## config.mk

```make
export PLATFORM = sky130hd
export DESIGN_NAME = i2c_hang_guard
export DESIGN_NICKNAME = d
export VERILOG_FILES = /design/src/rtl/i2c_hang_pkg.sv /design/src/rtl/i2c_hang_sync.sv /design/src/rtl/i2c_hang_watchdog.sv /design/src/rtl/i2c_hang_clockout.sv /design/src/rtl/i2c_hang_guard.sv
export SDC_FILE = /design/constraint.sdc
export NUM_CORES = 1
export LEC_CHECK = 0
export ABC_AREA = 1
export CAP_MARGIN = 20
export CORE_MARGIN = 1.5
export CORE_UTILIZATION = 47
export DETAILED_ROUTE_END_ITERATION = 6
export PLACE_DENSITY = 0.72
export RECOVER_POWER = 100
export SLEW_MARGIN = 40
export SYNTH_ARGS = -nofsm -noshare
export SYNTH_HDL_FRONTEND = slang
export SYNTH_SLANG_ARGS = --single-unit
```

## constraint.sdc

```tcl
create_clock -name clk -period 5.3 [get_ports clk]
set_clock_uncertainty 0.2 [all_clocks]
set_input_delay 1.325 -clock clk [delete_from_list [all_inputs] [get_ports clk]]
set_output_delay 1.325 -clock clk [all_outputs]
set_load 0.01 [all_outputs]
```

## src/rtl/i2c_hang_pkg.sv

```systemverilog
package i2c_hang_pkg;

   // Clock-out sequencer phases, in the order they are visited.
   typedef enum logic [2:0] {
      RC_IDLE     = 3'd0,
      RC_PARK     = 3'd1,
      RC_LOW      = 3'd2,
      RC_HIGH     = 3'd3,
      RC_STOP_SET = 3'd4,
      RC_STOP_REL = 3'd5
   } rc_state_t;

   // Number of half periods one full sequence occupies.
   function automatic int seq_halves(input int pulses);
      return 2 * pulses + 3;
   endfunction

endpackage

```

## src/rtl/i2c_hang_sync.sv

```systemverilog
module i2c_hang_sync #(
   parameter int WIDTH     = 2,
   parameter int STAGES    = 2,
   parameter bit RESET_VAL = 1'b1
) (
   input  logic             clk,
   input  logic             rst_n,
   input  logic [WIDTH-1:0] d_i,
   output logic [WIDTH-1:0] q_o
);

   logic [WIDTH-1:0] chain_q [STAGES];

   generate
      for (genvar s = 0; s < STAGES; s++) begin : g_stage
         if (s == 0) begin : g_first
            always_ff @(posedge clk or negedge rst_n) begin
               if (!rst_n) chain_q[s] <= {WIDTH{RESET_VAL}};
               else        chain_q[s] <= d_i;
            end
         end else begin : g_next
            always_ff @(posedge clk or negedge rst_n) begin
               if (!rst_n) chain_q[s] <= {WIDTH{RESET_VAL}};
               else        chain_q[s] <= chain_q[s-1];
            end
         end
      end
   endgenerate

   assign q_o = chain_q[STAGES-1];

endmodule

```

## src/rtl/i2c_hang_watchdog.sv

```systemverilog
module i2c_hang_watchdog #(
   parameter int LIMIT = 4_375_000
) (
   input  logic clk,
   input  logic rst_n,
   input  logic start_i,
   input  logic done_i,
   input  logic freeze_i,
   output logic expire_o,
   output logic timeout_o
);

   localparam int CW = $clog2(LIMIT + 1);

   logic          armed_q;
   logic [CW-1:0] cnt_q;
   logic          to_q;

   // Expiry on the edge where the LIMIT-th counting step would happen.
   assign expire_o = armed_q & ~freeze_i & ~done_i & ~start_i &
                     (cnt_q == CW'(LIMIT - 1));

   always_ff @(posedge clk or negedge rst_n) begin
      if (!rst_n) begin
         armed_q <= 1'b0;
         cnt_q   <= '0;
         to_q    <= 1'b0;
      end else if (start_i) begin
         armed_q <= 1'b1;
         cnt_q   <= '0;
         to_q    <= 1'b0;
      end else if (done_i) begin
         armed_q <= 1'b0;
      end else if (expire_o) begin
         armed_q <= 1'b0;
         to_q    <= 1'b1;
      end else if (armed_q && !freeze_i) begin
         cnt_q   <= cnt_q + 1'b1;
      end
   end

   assign timeout_o = to_q;

endmodule

```

## src/rtl/i2c_hang_clockout.sv

```systemverilog
module i2c_hang_clockout
   import i2c_hang_pkg::*;
#(
   parameter int HALF       = 1250,
   parameter int NUM_PULSES = 10
) (
   input  logic clk,
   input  logic rst_n,
   input  logic go_i,
   input  logic scl_s_i,
   input  logic sda_s_i,
   output logic busy_o,
   output logic scl_oe_o,
   output logic sda_oe_o,
   output logic recovered_o,
   output logic failed_o
);

   localparam int HW = (HALF > 1) ? $clog2(HALF) : 1;
   localparam int PW = (NUM_PULSES > 1) ? $clog2(NUM_PULSES) : 1;

   rc_state_t     st_q;
   logic [HW-1:0] tmr_q;
   logic [PW-1:0] pls_q;
   logic          rec_q;
   logic          fail_q;
   logic          half_end;
   logic          last_pulse;
   logic          bus_free;

   assign half_end   = (tmr_q == HW'(HALF - 1));
   assign last_pulse = (pls_q == PW'(NUM_PULSES - 1));
   assign bus_free   = scl_s_i & sda_s_i;

   always_ff @(posedge clk or negedge rst_n) begin
      if (!rst_n) begin
         st_q   <= RC_IDLE;
         tmr_q  <= '0;
         pls_q  <= '0;
         rec_q  <= 1'b0;
         fail_q <= 1'b0;
      end else if (st_q == RC_IDLE) begin
         if (go_i) begin
            st_q   <= RC_PARK;
            tmr_q  <= '0;
            pls_q  <= '0;
            rec_q  <= 1'b0;
            fail_q <= 1'b0;
         end
      end else if (!half_end) begin
         tmr_q <= tmr_q + 1'b1;
      end else begin
         tmr_q <= '0;
         case (st_q)
            RC_PARK:     st_q <= RC_LOW;
            RC_LOW:      st_q <= RC_HIGH;
            RC_HIGH: begin
               if (last_pulse) begin
                  st_q <= RC_STOP_SET;
               end else begin
                  st_q  <= RC_LOW;
                  pls_q <= pls_q + 1'b1;
               end
            end
            RC_STOP_SET: st_q <= RC_STOP_REL;
            RC_STOP_REL: begin
               st_q   <= RC_IDLE;
               rec_q  <= bus_free;
               fail_q <= ~bus_free;
            end
            default:     st_q <= RC_IDLE;
         endcase
      end
   end

   assign busy_o      = (st_q != RC_IDLE);
   assign scl_oe_o    = (st_q == RC_LOW);
   assign sda_oe_o    = (st_q == RC_STOP_SET);
   assign recovered_o = rec_q;
   assign failed_o    = fail_q;

endmodule

```

## src/rtl/i2c_hang_guard.sv

```systemverilog
module i2c_hang_guard #(
   parameter int CLK_HZ      = 125_000_000,
   parameter int RECOV_HZ    = 50_000,
   parameter int TIMEOUT_US  = 35_000,
   parameter int NUM_PULSES  = 10,
   parameter int SYNC_STAGES = 2
) (
   input  logic clk,
   input  logic rst_n,
   input  logic txn_start,
   input  logic txn_done,
   input  logic recover_req,
   input  logic scl_in,
   input  logic sda_in,
   output logic scl_oe,
   output logic sda_oe,
   output logic pin_sel,
   output logic busy,
   output logic timeout,
   output logic recovered,
   output logic failed
);

   localparam int HALF      = CLK_HZ / (2 * RECOV_HZ);
   localparam int TO_CYCLES = (CLK_HZ / 1_000_000) * TIMEOUT_US;

   generate
      if (CLK_HZ % 1_000_000 != 0) begin : g_bad_clk
         $error("CLK_HZ must be a whole number of MHz");
      end
      if (SYNC_STAGES < 2) begin : g_bad_sync
         $error("SYNC_STAGES must be at least 2");
      end
      if (HALF < SYNC_STAGES + 2) begin : g_bad_half
         $error("recovery half period too short for the synchronizer");
      end
      if (NUM_PULSES < 1) begin : g_bad_pulses
         $error("NUM_PULSES must be at least 1");
      end
      if (TO_CYCLES < 2) begin : g_bad_to
         $error("timeout must span at least 2 clock cycles");
      end
   endgenerate

   logic [1:0] line_s;
   logic       expire;
   logic       boot_q;
   logic       go;
   logic       seq_busy;

   i2c_hang_sync #(
      .WIDTH     (2),
      .STAGES    (SYNC_STAGES),
      .RESET_VAL (1'b1)
   ) u_sync (
      .clk   (clk),
      .rst_n (rst_n),
      .d_i   ({scl_in, sda_in}),
      .q_o   (line_s)
   );

   i2c_hang_watchdog #(
      .LIMIT (TO_CYCLES)
   ) u_wdog (
      .clk       (clk),
      .rst_n     (rst_n),
      .start_i   (txn_start),
      .done_i    (txn_done),
      .freeze_i  (seq_busy),
      .expire_o  (expire),
      .timeout_o (timeout)
   );

   // One-shot request raised by reset, consumed by the first idle cycle.
   always_ff @(posedge clk or negedge rst_n) begin
      if (!rst_n)         boot_q <= 1'b1;
      else if (!seq_busy) boot_q <= 1'b0;
   end

   assign go = boot_q | recover_req | expire;

   i2c_hang_clockout #(
      .HALF       (HALF),
      .NUM_PULSES (NUM_PULSES)
   ) u_clkout (
      .clk         (clk),
      .rst_n       (rst_n),
      .go_i        (go),
      .scl_s_i     (line_s[1]),
      .sda_s_i     (line_s[0]),
      .busy_o      (seq_busy),
      .scl_oe_o    (scl_oe),
      .sda_oe_o    (sda_oe),
      .recovered_o (recovered),
      .failed_o    (failed)
   );

   assign busy    = seq_busy;
   assign pin_sel = seq_busy;

endmodule

```

==> results by group <==
Place
  • Post-place setup slack: 1611 ps
  • Routability cong.: 0.8703
  • Dpl cells: 507
  • DPL Wire Length: 4621 µm
  • Buffers on Ports: 13

Critical path
  • CP arrival: 3870 ps
  • CP Class: in2reg
  • Setup crit end kind: flip-flop
  • Slowest CP cell: dlygate4sd3_1
  • Crit path required time: 5280 ps
  • Crit-path cells: dlygate4sd3_1 -> inv_1 -> nand2_1 -> nor2_1 -> nand2_1 -> nor2_1 -> nand2_1 -> nand2_1 -> nand2_1 -> nand2_1 -> o21ai_0
  • Crit path largest cell delay: 710 ps
  • CP most frequent cell: nand2_1
  • Critical-path maximum fanout: 17
  • CP startpoint kind: input pin
  • Crit path max-delay family: simple AND/OR/NAND/NOR gates
  • WP buf/inv: 2

Finish
  • Non-Filler Instances: 515
  • N_diodes: 0
  • Commonest cells after routing, fill and taps aside: nand2_1 (143), nor2_1 (63), dfrtp_1 (45)
  • Most common cell after layout, fill and taps aside: nand2_1
  • Area growth syn-to-layout: 7.335%
  • Nets@finish: 449
  • Share of post-route cells with drive strength above 1: 5.936%

Clock network
  • Root Buffer: clkbuf_8
  • Post_cts resized: 0
  • Cts bufs inserted: 5
  • Post-CTS Setup Repair Bufs: 0
  • CTS tree: built
  • H-tree Lvls: 2
  • Hold buffer count at cts: 0
  • Clk_lat worst skew: 300 ps
  • Clock transition at path regs: 90 ps
  • Clk sink count: 50
  • CTS Buffer Depth: 2

Drt
  • Iteration-0 DRC Markers: 112
  • Post-Route WL: 6413 µm
  • Wire length per cell: 12.45 µm
  • Via Count: 2,691
  • 1st-pass router iterations: 6
  • ANT nets after route: 0
  • Post-route DRC: 0
  • Vias/cell: 5.225

Synth
  • Register area share after synthesis: 40.95%
  • EDFF count, synth: 0
  • Yosys top cell area share: 36.67%
  • Synth unique cells: 32
  • Syn Std Cell Area: 3070 µm²
  • #FFs+latches synth: 50
  • Syn Area/Cell: 7.225 µm²
  • Synth Flop Type: dfrtp_1
  • Largest area contributor in the netlist: dfrtp_1
  • Post-Syn Nets: 437
  • Post-synth ARST share: 100.0%
  • Top cells by area, synth: dfrtp_1 (37%), nand2_1 (17%), nor2_1 (7.3%)
  • Yosys synthesis warning count: 0
  • Cells after synthesis: 425

Die
  • Die Ht: 83.83 µm
  • Core area: 6314 µm²
  • Top-level I/O count: 14
  • Initial Util: 48.63%
  • Die Width: 83.83 µm
  • Die area: 7027 µm²
  • Std cell rows: 29

Job
  • Max cap viols: 1

Power and ir drop
  • Cell Pwr Density: 334.3 nW/µm²
  • Leakage Power: 1.407 nW
  • Final Power: 1.102 mW
  • Max IR drop VDD: 207.2 µV

Timing
  • Final WS setup: 1411 ps
  • Final Setup Violations: 0
  • Final setup TNS: 0 ps
  • RSZ-0062 raised after global routing: false
  • Hold slack: 160.2 ps
  • Minimum clock period: 3889 ps
  • Final Max Slew Viols: 51
  • Tightest Pin Transition: 2619 ps
  • Share of the clock period used by the worst path: 73.39%
  • Final hold vios: 0
  • Max frequency: 257.1 MHz
  • Relative slew slack: -74.63%

Outcome
  • Failing checks: capacitance limit, slew limit
  • Status: finished, violations left

Global routing
  • First-pass GRT wire length: 11,270 µm
  • GRT Total Usage: 19.46%
  • Vias in the first global route: 2,503
  • Largest net degree at the start of global routing: 51
  • Gr ovfl total: 0
  • Antenna violations before repair: 0

Hold path
  • Hold WC Path Type: reg2reg
[flip-flops by register name (all words and copies together) (netlist names)]
signal                count
u_wdog.armed_q            1
u_wdog.cnt_q             23
u_clkout.failed_o         1
u_clkout.recovered_o      1
u_wdog.timeout_o          1
u_clkout.tmr_q           11
u_clkout.pls_q            4
u_sync.q_o                2
u_clkout.st_q             3
u_sync.chain_q            2
boot_q                    1
[final cells by class]
| cell class | instances | area [µm²] |
|---|---|---|
| clock buffers | 7 | 86.33 |
| clock inverters | 1 | 30.03 |
| fillers | 629 | 3018 |
| inverters | 39 | 148.9 |
| multi-input cells | 327 | 1548 |
| flip-flops and latches | 50 | 1257 |
| well taps | 77 | 96.34 |
| repair buffers | 14 | 128.9 |
[logic make-up (layout without fill, tap and decap cells)]
kind of cell    count (synthesis)  count (layout)  synth area share (%)
compound gates                 40              40                 7.254
simple gates                  267             267                 38.06
xor+xnor                       15              15                 4.279
fa+ha+maj                       5               5                 2.037
flops                          50              50                 40.95
buf+inv                        48              61                 7.417
[metrics by stage]
step,util [%],cell area [µm²]
3_3_place_gp,51.01,3221
6_report,52.20,3296
5_1_grt,52.20,3296
2_1_floorplan,-,3070
3_5_place_dp,51.01,3221
4_1_cts,52.85,3337
[power breakdown]
group	internal (mW)	total [mW]	leakage, nW	switching [mW]
clock network	0.154	0.281	0.0585	0.127
registers	0.433	0.491	0.660	0.0575
logic	0.114	0.330	0.688	0.215
total	0.702	1.10	1.41	0.400
[routing by layer]
layer  part of all wire, %  up-vias  GRT usage, %
met5                     0        -             0
met4                   2.0        0         6.259
met3                   3.4       13         3.066
met2                    47       58         32.40
met1                    47     1250         26.05
li1                      -     1370             -
[Yosys cell counts (all sizes together) (2+ instances only)]
library cell / instances
clkbuf: 2
o21ai: 29
a21oi: 5
nor3: 6
dfstp: 5
inv: 39
nand3: 36
o21bai: 3
xnor2: 3
dfrtp: 45
nor2: 67
xor2: 12
ha: 5
buf: 7
nand4: 11
nand2: 145
[final timing paths]
kind,from,cells past startpoint,to,slack (ps)
worst max-delay path,txn_start,11,u_clkout.st_q[0],1410
worst min-delay path,u_sync.chain_q[2],0,u_sync.q_o[0],160
worst max register to register,u_wdog.cnt_q[0],10,u_clkout.st_q[0],2720
worst min register to register,u_sync.chain_q[2],0,u_sync.q_o[0],160
max in group asynchronous,rst_n,2,u_wdog.cnt_q[2],1680
min in group asynchronous,rst_n,2,u_wdog.cnt_q[17],1720
No activity file was read; power rests on OpenSTA's default activity.
